--- config.mk ---
export PLATFORM = sky130hd
export DESIGN_NAME = trig_dma_channel
export DESIGN_NICKNAME = d
export VERILOG_FILES = /design/src/rtl/trig_dma_pkg.sv /design/src/rtl/trig_dma_sync.sv /design/src/rtl/trig_dma_addr.sv /design/src/rtl/trig_dma_ctrl.sv /design/src/rtl/trig_dma_channel.sv
export SDC_FILE = /design/constraint.sdc
export NUM_CORES = 1
export LEC_CHECK = 0
export BUFFER_PORTS_ARGS = -buffer_cell sky130_fd_sc_hd__buf_4
export CORE_ASPECT_RATIO = 0.8
export CORE_UTILIZATION = 55
export CTS_CLUSTER_SIZE = 20
export DETAILED_ROUTE_END_ITERATION = 8
export PLACE_DENSITY = 0.82
export SKIP_LAST_GASP = 1
export SLEW_MARGIN = 20
export SYNTH_ARGS = -nofsm -noshare
export SYNTH_HDL_FRONTEND = slang
export SYNTH_SLANG_ARGS = --single-unit
--- constraint.sdc ---
create_clock -name clk -period 3.32 [get_ports clk]
set_input_delay 0.166 -clock clk [delete_from_list [all_inputs] [get_ports clk]]
set_output_delay 0.166 -clock clk [all_outputs]
set_load 0.02 [all_outputs]
--- src/rtl/trig_dma_pkg.sv ---
// Shared types and mode decoding for the triggered DMA channel.
// Assumes the mode field layout: bit 2 = repeat, bit 1 = burst, bit 0 = block
// (bit 0 only meaningful when bit 1 is clear).
package trig_dma_pkg;

    typedef enum logic [1:0] {
        ST_IDLE = 2'd0,
        ST_RD   = 2'd1,
        ST_WR   = 2'd2,
        ST_GAP  = 2'd3
    } dma_state_e;

    localparam int BYTE_W = 8;
    localparam int WORD_W = 16;

    localparam logic [1:0] STEP_DEC = 2'b10;
    localparam logic [1:0] STEP_INC = 2'b11;

    // True when the mode moves one item per trigger
    function automatic logic mode_single(input logic [2:0] m);
        return (m[1:0] == 2'b00);
    endfunction

    // True for burst-block variants
    function automatic logic mode_burst(input logic [2:0] m);
        return m[1];
    endfunction

    // True for repeated variants
    function automatic logic mode_repeat(input logic [2:0] m);
        return m[2];
    endfunction

endpackage

--- src/rtl/trig_dma_sync.sv ---
// Trigger conditioner: a STAGES-deep synchronizer followed by a rising-edge
// detector. Assumes async_in is an unrelated asynchronous signal.
module trig_dma_sync #(
    parameter int STAGES = 2
) (
    input  logic clk,
    input  logic rst_n,
    input  logic async_in,
    output logic level,
    output logic rise
);
    logic [STAGES:0] sh_q;

    // Shift the trigger through the synchronizer plus one history flop
    always_ff @(posedge clk) begin
        if (!rst_n) sh_q <= '0;
        else        sh_q <= {sh_q[STAGES-1:0], async_in};
    end

    assign level = sh_q[STAGES-1];
    assign rise  = sh_q[STAGES-1] & ~sh_q[STAGES];
endmodule

--- src/rtl/trig_dma_addr.sv ---
// Working address register for one side of the channel. Loads the programmed
// base on load, otherwise moves by the step code on adv. Assumes load and adv
// are never both needed in one cycle (load wins).
module trig_dma_addr
    import trig_dma_pkg::*;
#(
    parameter int AW = 16
) (
    input  logic          clk,
    input  logic          rst_n,
    input  logic          load,
    input  logic          adv,
    input  logic [AW-1:0] base,
    input  logic [1:0]    step,
    input  logic          word,
    output logic [AW-1:0] addr
);
    logic [AW-1:0] inc;

    assign inc = word ? AW'(2) : AW'(1);

    // Hold, reload or step the working address
    always_ff @(posedge clk) begin
        if (!rst_n) begin
            addr <= '0;
        end else if (load) begin
            addr <= base;
        end else if (adv) begin
            case (step)
                STEP_DEC: addr <= addr - inc;
                STEP_INC: addr <= addr + inc;
                default:  addr <= addr;
            endcase
        end
    end
endmodule

--- src/rtl/trig_dma_ctrl.sv ---
// Sequencer for one channel: arming, trigger acceptance, the read/write/idle
// transfer pattern, burst gaps, completion, stop requests and flags.
// Assumes wsize_zero/wsize_last describe the working count of the datapath.
module trig_dma_ctrl
    import trig_dma_pkg::*;
#(
    parameter int BURST_LEN = 4,
    parameter int GAP_LEN   = 2
) (
    input  logic       clk,
    input  logic       rst_n,
    input  logic [2:0] mode,
    input  logic       level_mode,
    input  logic       abort_en,
    input  logic       en_set,
    input  logic       en_clr,
    input  logic       sw_req,
    input  logic       flag_clr,
    input  logic       nmi,
    input  logic       trig_lvl,
    input  logic       trig_rise,
    input  logic       wsize_zero,
    input  logic       wsize_last,
    output dma_state_e st,
    output logic       load,
    output logic       adv,
    output logic       halt,
    output logic       en,
    output logic       irq,
    output logic       abort
);
    localparam int BCW = (BURST_LEN > 1) ? $clog2(BURST_LEN) : 1;
    localparam int GCW = (GAP_LEN > 1) ? $clog2(GAP_LEN) : 1;

    logic           blk_q, swreq_q, kill_q, abt_q;
    logic [BCW-1:0] bcnt;
    logic [GCW-1:0] gcnt;
    logic           single, burst, rep;
    logic           abort_hit, stop_now, stall, can_go;

    assign single    = mode_single(mode);
    assign burst     = mode_burst(mode);
    assign rep       = mode_repeat(mode);
    assign abort_hit = abt_q | (nmi & abort_en);
    assign stop_now  = kill_q | en_clr | abort_hit;
    assign stall     = level_mode & ~trig_lvl;
    assign can_go    = blk_q ? ~stall
                             : (swreq_q | (level_mode ? trig_lvl : trig_rise));

    // Working-register load at arming or completion; step after a write
    assign load = ((st == ST_IDLE) & en_set) | ((st == ST_WR) & wsize_last);
    assign adv  = (st == ST_WR) & ~wsize_last;

    // CPU halt during transfers and across a running block unless paused
    assign halt = (st == ST_RD) | (st == ST_WR) |
                  ((st == ST_IDLE) & blk_q & en & ~stall & ~stop_now);

    // Main sequencer
    always_ff @(posedge clk) begin
        if (!rst_n) begin
            st      <= ST_IDLE;
            en      <= 1'b0;
            blk_q   <= 1'b0;
            swreq_q <= 1'b0;
            kill_q  <= 1'b0;
            abt_q   <= 1'b0;
            irq     <= 1'b0;
            abort   <= 1'b0;
            bcnt    <= '0;
            gcnt    <= '0;
        end else begin
            if (sw_req && !blk_q) swreq_q <= 1'b1;
            if (en && st != ST_IDLE) begin
                if (en_clr)            kill_q <= 1'b1;
                if (nmi && abort_en)   abt_q  <= 1'b1;
            end
            if (flag_clr) begin
                irq   <= 1'b0;
                abort <= 1'b0;
            end
            case (st)
                ST_IDLE: begin
                    if (en_set) begin
                        en      <= 1'b1;
                        blk_q   <= 1'b0;
                        bcnt    <= '0;
                        kill_q  <= 1'b0;
                        abt_q   <= 1'b0;
                        swreq_q <= 1'b0;
                    end else if (en && stop_now) begin
                        en     <= 1'b0;
                        blk_q  <= 1'b0;
                        kill_q <= 1'b0;
                        abt_q  <= 1'b0;
                        if (abort_hit) abort <= 1'b1;
                    end else if (en && !wsize_zero && can_go) begin
                        st <= ST_RD;
                        if (!blk_q) begin
                            swreq_q <= 1'b0;
                            if (!single) begin
                                blk_q <= 1'b1;
                                bcnt  <= '0;
                            end
                        end
                    end
                end
                ST_RD: st <= ST_WR;
                ST_WR: begin
                    if (wsize_last) begin
                        irq  <= 1'b1;
                        bcnt <= '0;
                        st   <= ST_IDLE;
                        if (!rep) begin
                            en    <= 1'b0;
                            blk_q <= 1'b0;
                        end else if (!burst) begin
                            blk_q <= 1'b0;
                        end
                    end else if (burst && bcnt == BCW'(BURST_LEN - 1)) begin
                        bcnt <= '0;
                        gcnt <= '0;
                        st   <= ST_GAP;
                    end else begin
                        if (burst) bcnt <= bcnt + 1'b1;
                        st <= ST_IDLE;
                    end
                end
                ST_GAP: begin
                    gcnt <= gcnt + 1'b1;
                    if (gcnt == GCW'(GAP_LEN - 1)) st <= ST_IDLE;
                end
                default: st <= ST_IDLE;
            endcase
        end
    end
endmodule

--- src/rtl/trig_dma_channel.sv ---
// Top of one triggered DMA channel: trigger conditioning, sequencer, two
// working address generators, the working count and the width-converting
// data path. Assumes mem_rdata is valid the cycle after mem_rd.
module trig_dma_channel
    import trig_dma_pkg::*;
#(
    parameter int AW          = 16,
    parameter int SW          = 16,
    parameter int SYNC_STAGES = 2,
    parameter int BURST_LEN   = 4,
    parameter int GAP_LEN     = 2
) (
    input  logic          clk,
    input  logic          rst_n,
    input  logic [2:0]    cfg_mode,
    input  logic [1:0]    cfg_src_step,
    input  logic [1:0]    cfg_dst_step,
    input  logic          cfg_src_word,
    input  logic          cfg_dst_word,
    input  logic          cfg_level,
    input  logic          cfg_abort_en,
    input  logic [AW-1:0] cfg_src,
    input  logic [AW-1:0] cfg_dst,
    input  logic [SW-1:0] cfg_size,
    input  logic          en_set,
    input  logic          en_clr,
    input  logic          sw_req,
    input  logic          flag_clr,
    input  logic          trig_in,
    input  logic          nmi,
    output logic          mem_rd,
    output logic          mem_wr,
    output logic          mem_word,
    output logic [AW-1:0] mem_addr,
    output logic [15:0]   mem_wdata,
    input  logic [15:0]   mem_rdata,
    output logic          cpu_halt,
    output logic          chan_en,
    output logic          irq_flag,
    output logic          abort_flag
);
    localparam int NSIDE = 2;

    dma_state_e    st;
    logic          trig_lvl, trig_rise, load, adv;
    logic [SW-1:0] wsize;
    logic          wsize_zero, wsize_last;
    logic [AW-1:0] base_a [NSIDE];
    logic [1:0]    step_a [NSIDE];
    logic          word_a [NSIDE];
    logic [AW-1:0] addr_a [NSIDE];

    trig_dma_sync #(.STAGES(SYNC_STAGES)) u_sync (
        .clk(clk), .rst_n(rst_n), .async_in(trig_in),
        .level(trig_lvl), .rise(trig_rise)
    );

    trig_dma_ctrl #(.BURST_LEN(BURST_LEN), .GAP_LEN(GAP_LEN)) u_ctrl (
        .clk(clk), .rst_n(rst_n), .mode(cfg_mode), .level_mode(cfg_level),
        .abort_en(cfg_abort_en), .en_set(en_set), .en_clr(en_clr),
        .sw_req(sw_req), .flag_clr(flag_clr), .nmi(nmi),
        .trig_lvl(trig_lvl), .trig_rise(trig_rise),
        .wsize_zero(wsize_zero), .wsize_last(wsize_last),
        .st(st), .load(load), .adv(adv), .halt(cpu_halt),
        .en(chan_en), .irq(irq_flag), .abort(abort_flag)
    );

    assign base_a[0] = cfg_src;
    assign base_a[1] = cfg_dst;
    assign step_a[0] = cfg_src_step;
    assign step_a[1] = cfg_dst_step;
    assign word_a[0] = cfg_src_word;
    assign word_a[1] = cfg_dst_word;

    generate
        for (genvar k = 0; k < NSIDE; k++) begin : g_side
            trig_dma_addr #(.AW(AW)) u_addr (
                .clk(clk), .rst_n(rst_n), .load(load), .adv(adv),
                .base(base_a[k]), .step(step_a[k]), .word(word_a[k]),
                .addr(addr_a[k])
            );
        end
    endgenerate

    // Working transfer count: load, then count down one per write
    always_ff @(posedge clk) begin
        if (!rst_n)    wsize <= '0;
        else if (load) wsize <= cfg_size;
        else if (adv)  wsize <= wsize - 1'b1;
    end

    assign wsize_zero = (wsize == '0);
    assign wsize_last = (wsize == SW'(1));

    assign mem_rd    = (st == ST_RD);
    assign mem_wr    = (st == ST_WR);
    assign mem_word  = mem_rd ? cfg_src_word : cfg_dst_word;
    assign mem_addr  = mem_rd ? addr_a[0] : addr_a[1];
    assign mem_wdata = (cfg_src_word & cfg_dst_word) ? mem_rdata
                     : {{(WORD_W - BYTE_W){1'b0}}, mem_rdata[BYTE_W-1:0]};
endmodule

[Word-level counts from Yosys, hierarchy flattened]
Cells that the tools add are included.
Word-level totals
  bits in registers: 63
  logic and storage cells: 166
Operators by class
  add/sub/neg operators: 7
  equal/unequal tests: 25
  muxes and demuxes: 72
  bitwise operators: 23
  reductions and logical operators: 25
Operators by type and width (number)
  $mux W16: 8
  $pmux W16 S2: 2
  $mux W1: 41
  $add A16 B16 Y16: 2
  $mux W2: 16
  $sub A16 B16 Y16: 2
  $ne A3 B3 Y1 const B: 6
  $eq A16 B1 Y1 const B: 1
  $logic_not A16 Y1: 1
  $sub A16 B1 Y16 const B: 1
  $eq A2 B2 Y1 const B: 7
  $reduce_and A4 Y1: 3
  $and A1 B1 Y1: 11
  $ne A2 B2 Y1 const B: 5
  $pmux W2 S4: 1
  $reduce_bool A2 Y1: 4
  $logic_and A1 B1 Y1: 7
  $or A1 B1 Y1: 7
  $ne A2 B1 Y1 const B: 3
  $pmux W1 S2: 3
  $reduce_and A6 Y1: 1
  $reduce_bool A3 Y1: 2
  $not A1 Y1: 5
  $logic_not A2 Y1: 2
  other kinds (9): 11

[Longest topological paths before layout]
  depth after elaboration: 10
  mapped depth: 12
  mapped depth without buffers: 12

[Hierarchy]
Synthesis repeated with hierarchy kept, for this count alone.
Second synthesis, totals
  cells, all modules: 664
  area, all modules: 5231.3 um^2
Modules (own cells, without submodules)
  trig_dma_addr at g_side[1].u_addr: instances 1, cells each 209, area each 1514.0 um^2, seq. area each 320.3 um^2
  trig_dma_addr at g_side[0].u_addr: instances 1, cells each 199, area each 1507.7 um^2, seq. area each 320.3 um^2
  trig_dma_channel: instances 1, cells each 143, area each 1261.2 um^2, seq. area each 320.3 um^2
  trig_dma_ctrl: instances 1, cells each 106, area each 855.8 um^2, seq. area each 240.2 um^2
  trig_dma_sync: instances 1, cells each 7, area each 92.6 um^2, seq. area each 60.1 um^2

[Least setup slack after synthesis]
OpenSTA, ideal clock, no wires.
  path type: input to register
  from: in cfg_src_step[0]
  to: reg g_side[0].u_addr.addr[13]
  data arrival time: 2.433 ns
  setup slack: 0.813 ns
  stages: 10
  path buffers: 0
  cells stage by stage: nand2_1 > ha_1 > nand3_1 > o211ai_1 > o41ai_1 > o31ai_1 > o21a_1 > o21ai_0 > mux2_2 > a31oi_1
Between the ends
  word-level cells in the longest chain between the ends: 4
  elaborated cells between the ends (all ways): 7
Ends and longest elaborated chain
  from (decl): RTL line trig_dma_channel.sv:16  | input logic [1:0] cfg_src_step,
  $eq A2 B2 Y1: RTL line trig_dma_addr.sv:29  | case (step)
  $pmux W16 S2: RTL line trig_dma_addr.sv:29
  $mux W16: RTL line trig_dma_addr.sv:28  | end else if (adv) begin
  $mux W16: RTL line trig_dma_addr.sv:26  | end else if (load) begin
  to (signal assigned): RTL line trig_dma_addr.sv:27  | addr <= base;
  to (signal assigned): RTL line trig_dma_addr.sv:30  | STEP_DEC: addr <= addr - inc;
  to (signal assigned): RTL line trig_dma_addr.sv:31  | STEP_INC: addr <= addr + inc;
  to (decl): RTL line trig_dma_addr.sv:16  | output logic [AW-1:0] addr
Several ways; a longest one is shown, not always the timed one. The select of a mux whose other input is x is not followed.
A chain may end at the register's enable or synchronous reset.

[Worst setup path after layout]
  from: reg wsize[11]
  to: reg g_side[1].u_addr.addr[1]
Between the ends
  word-level cells in the longest chain between the ends: 5
  elaborated cells between the ends (all ways): 9
Ends and longest elaborated chain
  from (decl): RTL line trig_dma_channel.sv:46  | logic [SW-1:0] wsize;
  from (signal assigned): RTL line trig_dma_channel.sv:88  | else if (load) wsize <= cfg_size;
  from (signal assigned): RTL line trig_dma_channel.sv:89  | else if (adv) wsize <= wsize - 1'b1;
  $eq A16 B1 Y1 *: RTL line trig_dma_channel.sv:93  | assign wsize_last = (wsize == SW'(1));
  $and A1 B1 Y1 or $not A1 Y1 (tied branches): RTL line trig_dma_ctrl.sv:51, trig_dma_ctrl.sv:52
  $or A1 B1 Y1 or $and A1 B1 Y1 (tied branches): RTL line trig_dma_ctrl.sv:51, trig_dma_ctrl.sv:52
  $reduce_bool A3 Y1 (no source line) or $reduce_bool A2 Y1 (tied branches)
  $reduce_and A2 Y1 (no source line)
  to (signal assigned): RTL line trig_dma_addr.sv:30
  to (signal assigned): RTL line trig_dma_addr.sv:31
  to (signal assigned): RTL line trig_dma_addr.sv:32  | default: addr <= addr;
  to (decl): RTL line trig_dma_addr.sv:16
Every way passes the cells marked *; elsewhere a longest branch is shown, timed or not.

==> flow_metrics.py <==
metrics = {
    "route": {
        "firstDrtPassIters": 5,
        "drt_iter0_markers": 419,
        "vias": 5289,
        "met2WireLength_um": 6860,
        "top_layer": "met4",
        "routedWlPerCell_um": 17.1,
        "m1WireLength_um": 5990,
        "finalWirelength_um": 14600,
        "drc": 0,
        "dr_wl_met3_um": 1230,
        "ant_nets": 0,
        "vias_per_cell": 6.20,
    },
    "cts": {
        "clock-sinks": 63,
        "cts-hold-fix-buffers": 0,
        "clkSlewWorstSetupHoldPaths_ps": 60,
        "cts_tree": "yes",
        "clk_path_buf_depth": 2,
        "cts_setup_buffers": 0,
        "cts_made_buffers": 9,
        "cts.repair.resized": 0,
        "cts_max_level": 3,
        "clk_latency_ps": 340,
        "cts_root_buf": "clkbuf_16",
    },
    "critical_path": {
        "r2r_slack_ps": 480,
        "worstPathRequired_ps": 3570,
        "timing.setup.critical_path_class": "reg -> reg",
        "path_buf_inv": 1,
        "critical_path.max_fanout": 13,
        "worstPathCellList": "or3_4 > or3_4 > nor4_4 > o21ai_1 > nand2_1 > buf_4 > nor2_1 > a311oi_2",
        "r2r_end": "g_side[1].u_addr.addr[1]",
        "path_common_cell": "or3_4",
        "cpMaxStageDelayCell": "nor4_4",
        "reg2regPathDepth": 8,
        "startpoint_type": "flip-flop",
        "arrival_ps": 3090,
        "reg2reg_from": "wsize[11]",
        "critical_path.endpoint_type": "flip-flop",
        "crit_family": "simple AND/OR/NAND/NOR gates",
        "slowest_delay_ps": 530,
    },
    "sta": {
        "finalCritPeriodShare": 0.856,
        "rsz0062_at_grt": "false",
        "fin_tns_setup_ps": 0,
        "skew_ps": 8.51,
        "setup_viol": 0,
        "timing.hold.ws_ps": 38.3,
        "tightest_slew_ps": 937,
        "min_period_ps": 2840,
        "fmax_mhz": 352,
        "maxSlewHeadroom": 0.375,
        "report.final.hold_viol_count": 0,
        "report.final.slew_viol_count": 0,
    },
    "finish": {
        "diodes": 0,
        "layout.nets": 858,
        "final_core_util": 0.708,
        "fill_cells": 687,
        "drive_gt1_frac": 0.229,
        "area_growth_pct": 22.3,
    },
    "synthesis": {
        "ys_seq_elements": 63,
        "synth-edff-count": 0,
        "syn-cell-area_mm2": 0.00499,
        "ys_warn_count": 0,
        "syn_nets": 772,
        "async_flop_share": 0,
        "syn_inst": 650,
        "ys_seq_area_frac": 0.253,
        "ys.flop_type": "dfxtp_1",
        "avgSynthCellArea_um2": 7.68,
        "synth.distinct_cells": 60,
    },
    "die": {
        "die_w_um": 109,
        "core_area_mm2": 0.00863,
        "die_area_mm2": 0.00947,
        "start_util": 0.578,
        "rows": 30,
        "die_y_um": 87.2,
        "ios": 122,
    },
    "grt": {
        "grt_pass1_wl_um": 23300,
        "grt_pass1_vias": 5015,
        "grt.total_usage": 0.315,
        "grt_antenna_before_repair": 0,
        "grt_max_degree": 36,
        "grt_overflow": 0,
    },
    "outcome": {
        "outcome": "completed",
    },
    "power_and_ir_drop": {
        "cellLeakagePower_nw": 2.70,
        "power_density_mw_per_mm2": 818,
        "irDropWorstVdd_mv": 0.401,
    },
    "placed_design": {
        "dp_hpwl_um": 10400,
        "portBuffers": 105,
        "gp_congestion": 0.899,
    },
    "hold_path": {
        "holdPathEnd": "u_sync.sh_q[0]",
        "worstHoldStart": "trig_in",
        "hold_path_class": "in -> reg",
        "min_path_cells": 2,
    },
    "job": {
        "drv_cap": 0,
    },
}
-- kinds of logic (layout without fill, tap and decap cells) --
group	after synthesis	count (layout)	synth area share
AND/OR/NAND/NOR	244	244	0.228
flip-flops	63	63	0.253
buffers and inverters	55	146	0.0591
AO/OA/AOI/OAI	204	204	0.271
adder cells (fa/ha/maj)	39	39	0.101
XOR/XNOR	23	23	0.0403
multiplexers	22	22	0.0484
-- power breakdown --
group	internal (W)	switching (W)
sequential	0.000945	0.000203
combinational	0.00118	0.00163
clock	0.000658	0.000373
total	0.00279	0.00221
-- layout make-up --
type / instances / area (µm²) / share of cell area
Timing Repair Buffer: 115 / 888 / 0.145
Tap cell: 112 / 140 / 0.0229
Clock inverter: 7 / 97.6 / 0.0160
Inverter: 15 / 56.3 / 0.00922
Multi-Input combinational cell: 532 / 3440 / 0.563
Clock buffer: 9 / 225 / 0.0369
Sequential cell: 63 / 1260 / 0.206
-- worst max-delay path by stage --
stage,slack (ps),from,end,cells after the start
after global routing,200,g_side[0].u_addr.addr[1],g_side[0].u_addr.addr[13],9
after global placement,580,cfg_src_word,g_side[0].u_addr.addr[13],12
after CTS,500,wsize[11],g_side[1].u_addr.addr[1],8
after detailed placement,470,cfg_src_word,g_side[0].u_addr.addr[13],12
after floorplan,810,cfg_src_step[0],g_side[0].u_addr.addr[13],10
final,480,wsize[11],g_side[1].u_addr.addr[1],8
-- worst reg2reg max path, delay by kind of cell (launching register included) --
kind,cells,cell delay (ps)
AO/OA/AOI/OAI,2,360
flip-flops,1,350
buffers and inverters,1,300
AND/OR/NAND/NOR,5,1760
-- flip-flops by register name (all words and copies together) (netlist names), 2 cells and up, named ones only --
signal and count:
g_side.u_addr.addr 32, u_ctrl.bcnt 2, u_ctrl.st 2, u_sync.sh_q 3, wsize 16
-- synthesized netlist by cell type, types with 5 or more instances --
library cell | number | area [µm²]
a211oi_1 | 6 | 45.0
a211oi_2 | 6 | 75.1
a21o_1 | 12 | 90.1
a21oi_1 | 64 | 320
a22oi_1 | 6 | 45.0
a311oi_2 | 8 | 120
a31oi_1 | 12 | 75.1
and2_1 | 5 | 31.3
and3_1 | 15 | 93.8
buf_2 | 7 | 35.0
buf_4 | 9 | 67.6
clkbuf_1 | 19 | 71.3
dfxtp_1 | 63 | 1260
ha_1 | 37 | 463
inv_1 | 14 | 52.6
mux2_2 | 17 | 191
mux2i_1 | 5 | 50.1
nand2_1 | 79 | 297
nand2b_1 | 6 | 37.5
nand3_1 | 12 | 60.1
nand4_1 | 5 | 31.3
nor2_1 | 77 | 289
nor3_1 | 24 | 120
o21ai_0 | 44 | 220
xnor2_1 | 13 | 114
xor2_1 | 10 | 87.6
-- metrics by stage --
step / setup slack, ps / cell area, µm² / power, W / std cells
finish: 478 / 6110 / 0.00500 / 853
floorplan: 813 / 4990 / 0.00323 / 650
global route: 196 / 6110 / 0.00535 / 853
detailed placement: 468 / 5790 / 0.00389 / 837
CTS: 502 / 6110 / 0.00496 / 853
global placement: 577 / 5790 / 0.00381 / 837
-- layer usage --
metal	global-route usage	up-vias
met1	0.372	2433
met2	0.538	265
met5	0	-
li1	-	2548
met4	0.171	0
met3	0.0643	43
-- cells in the final DEF (no fill, tap or decap), types with 5 or more instances in the layout --
cell type / instances
a22oi_1: 6
a311oi_2: 8
inv_1: 14
a31oi_1: 12
a21o_1: 12
clkbuf_16: 9
buf_4: 113
mux2i_1: 5
nand2b_1: 6
nand2_1: 79
a211oi_2: 6
xor2_1: 10
ha_1: 37
nand4_1: 5
and2_1: 5
nor3_1: 24
nand3_1: 12
xnor2_1: 13
and3_1: 15
nor2_1: 76
a211oi_1: 6
mux2_2: 17
a21oi_1: 64
dfxtp_1: 63
o21ai_0: 44
Note: power is estimated with default switching activity, not from simulation.
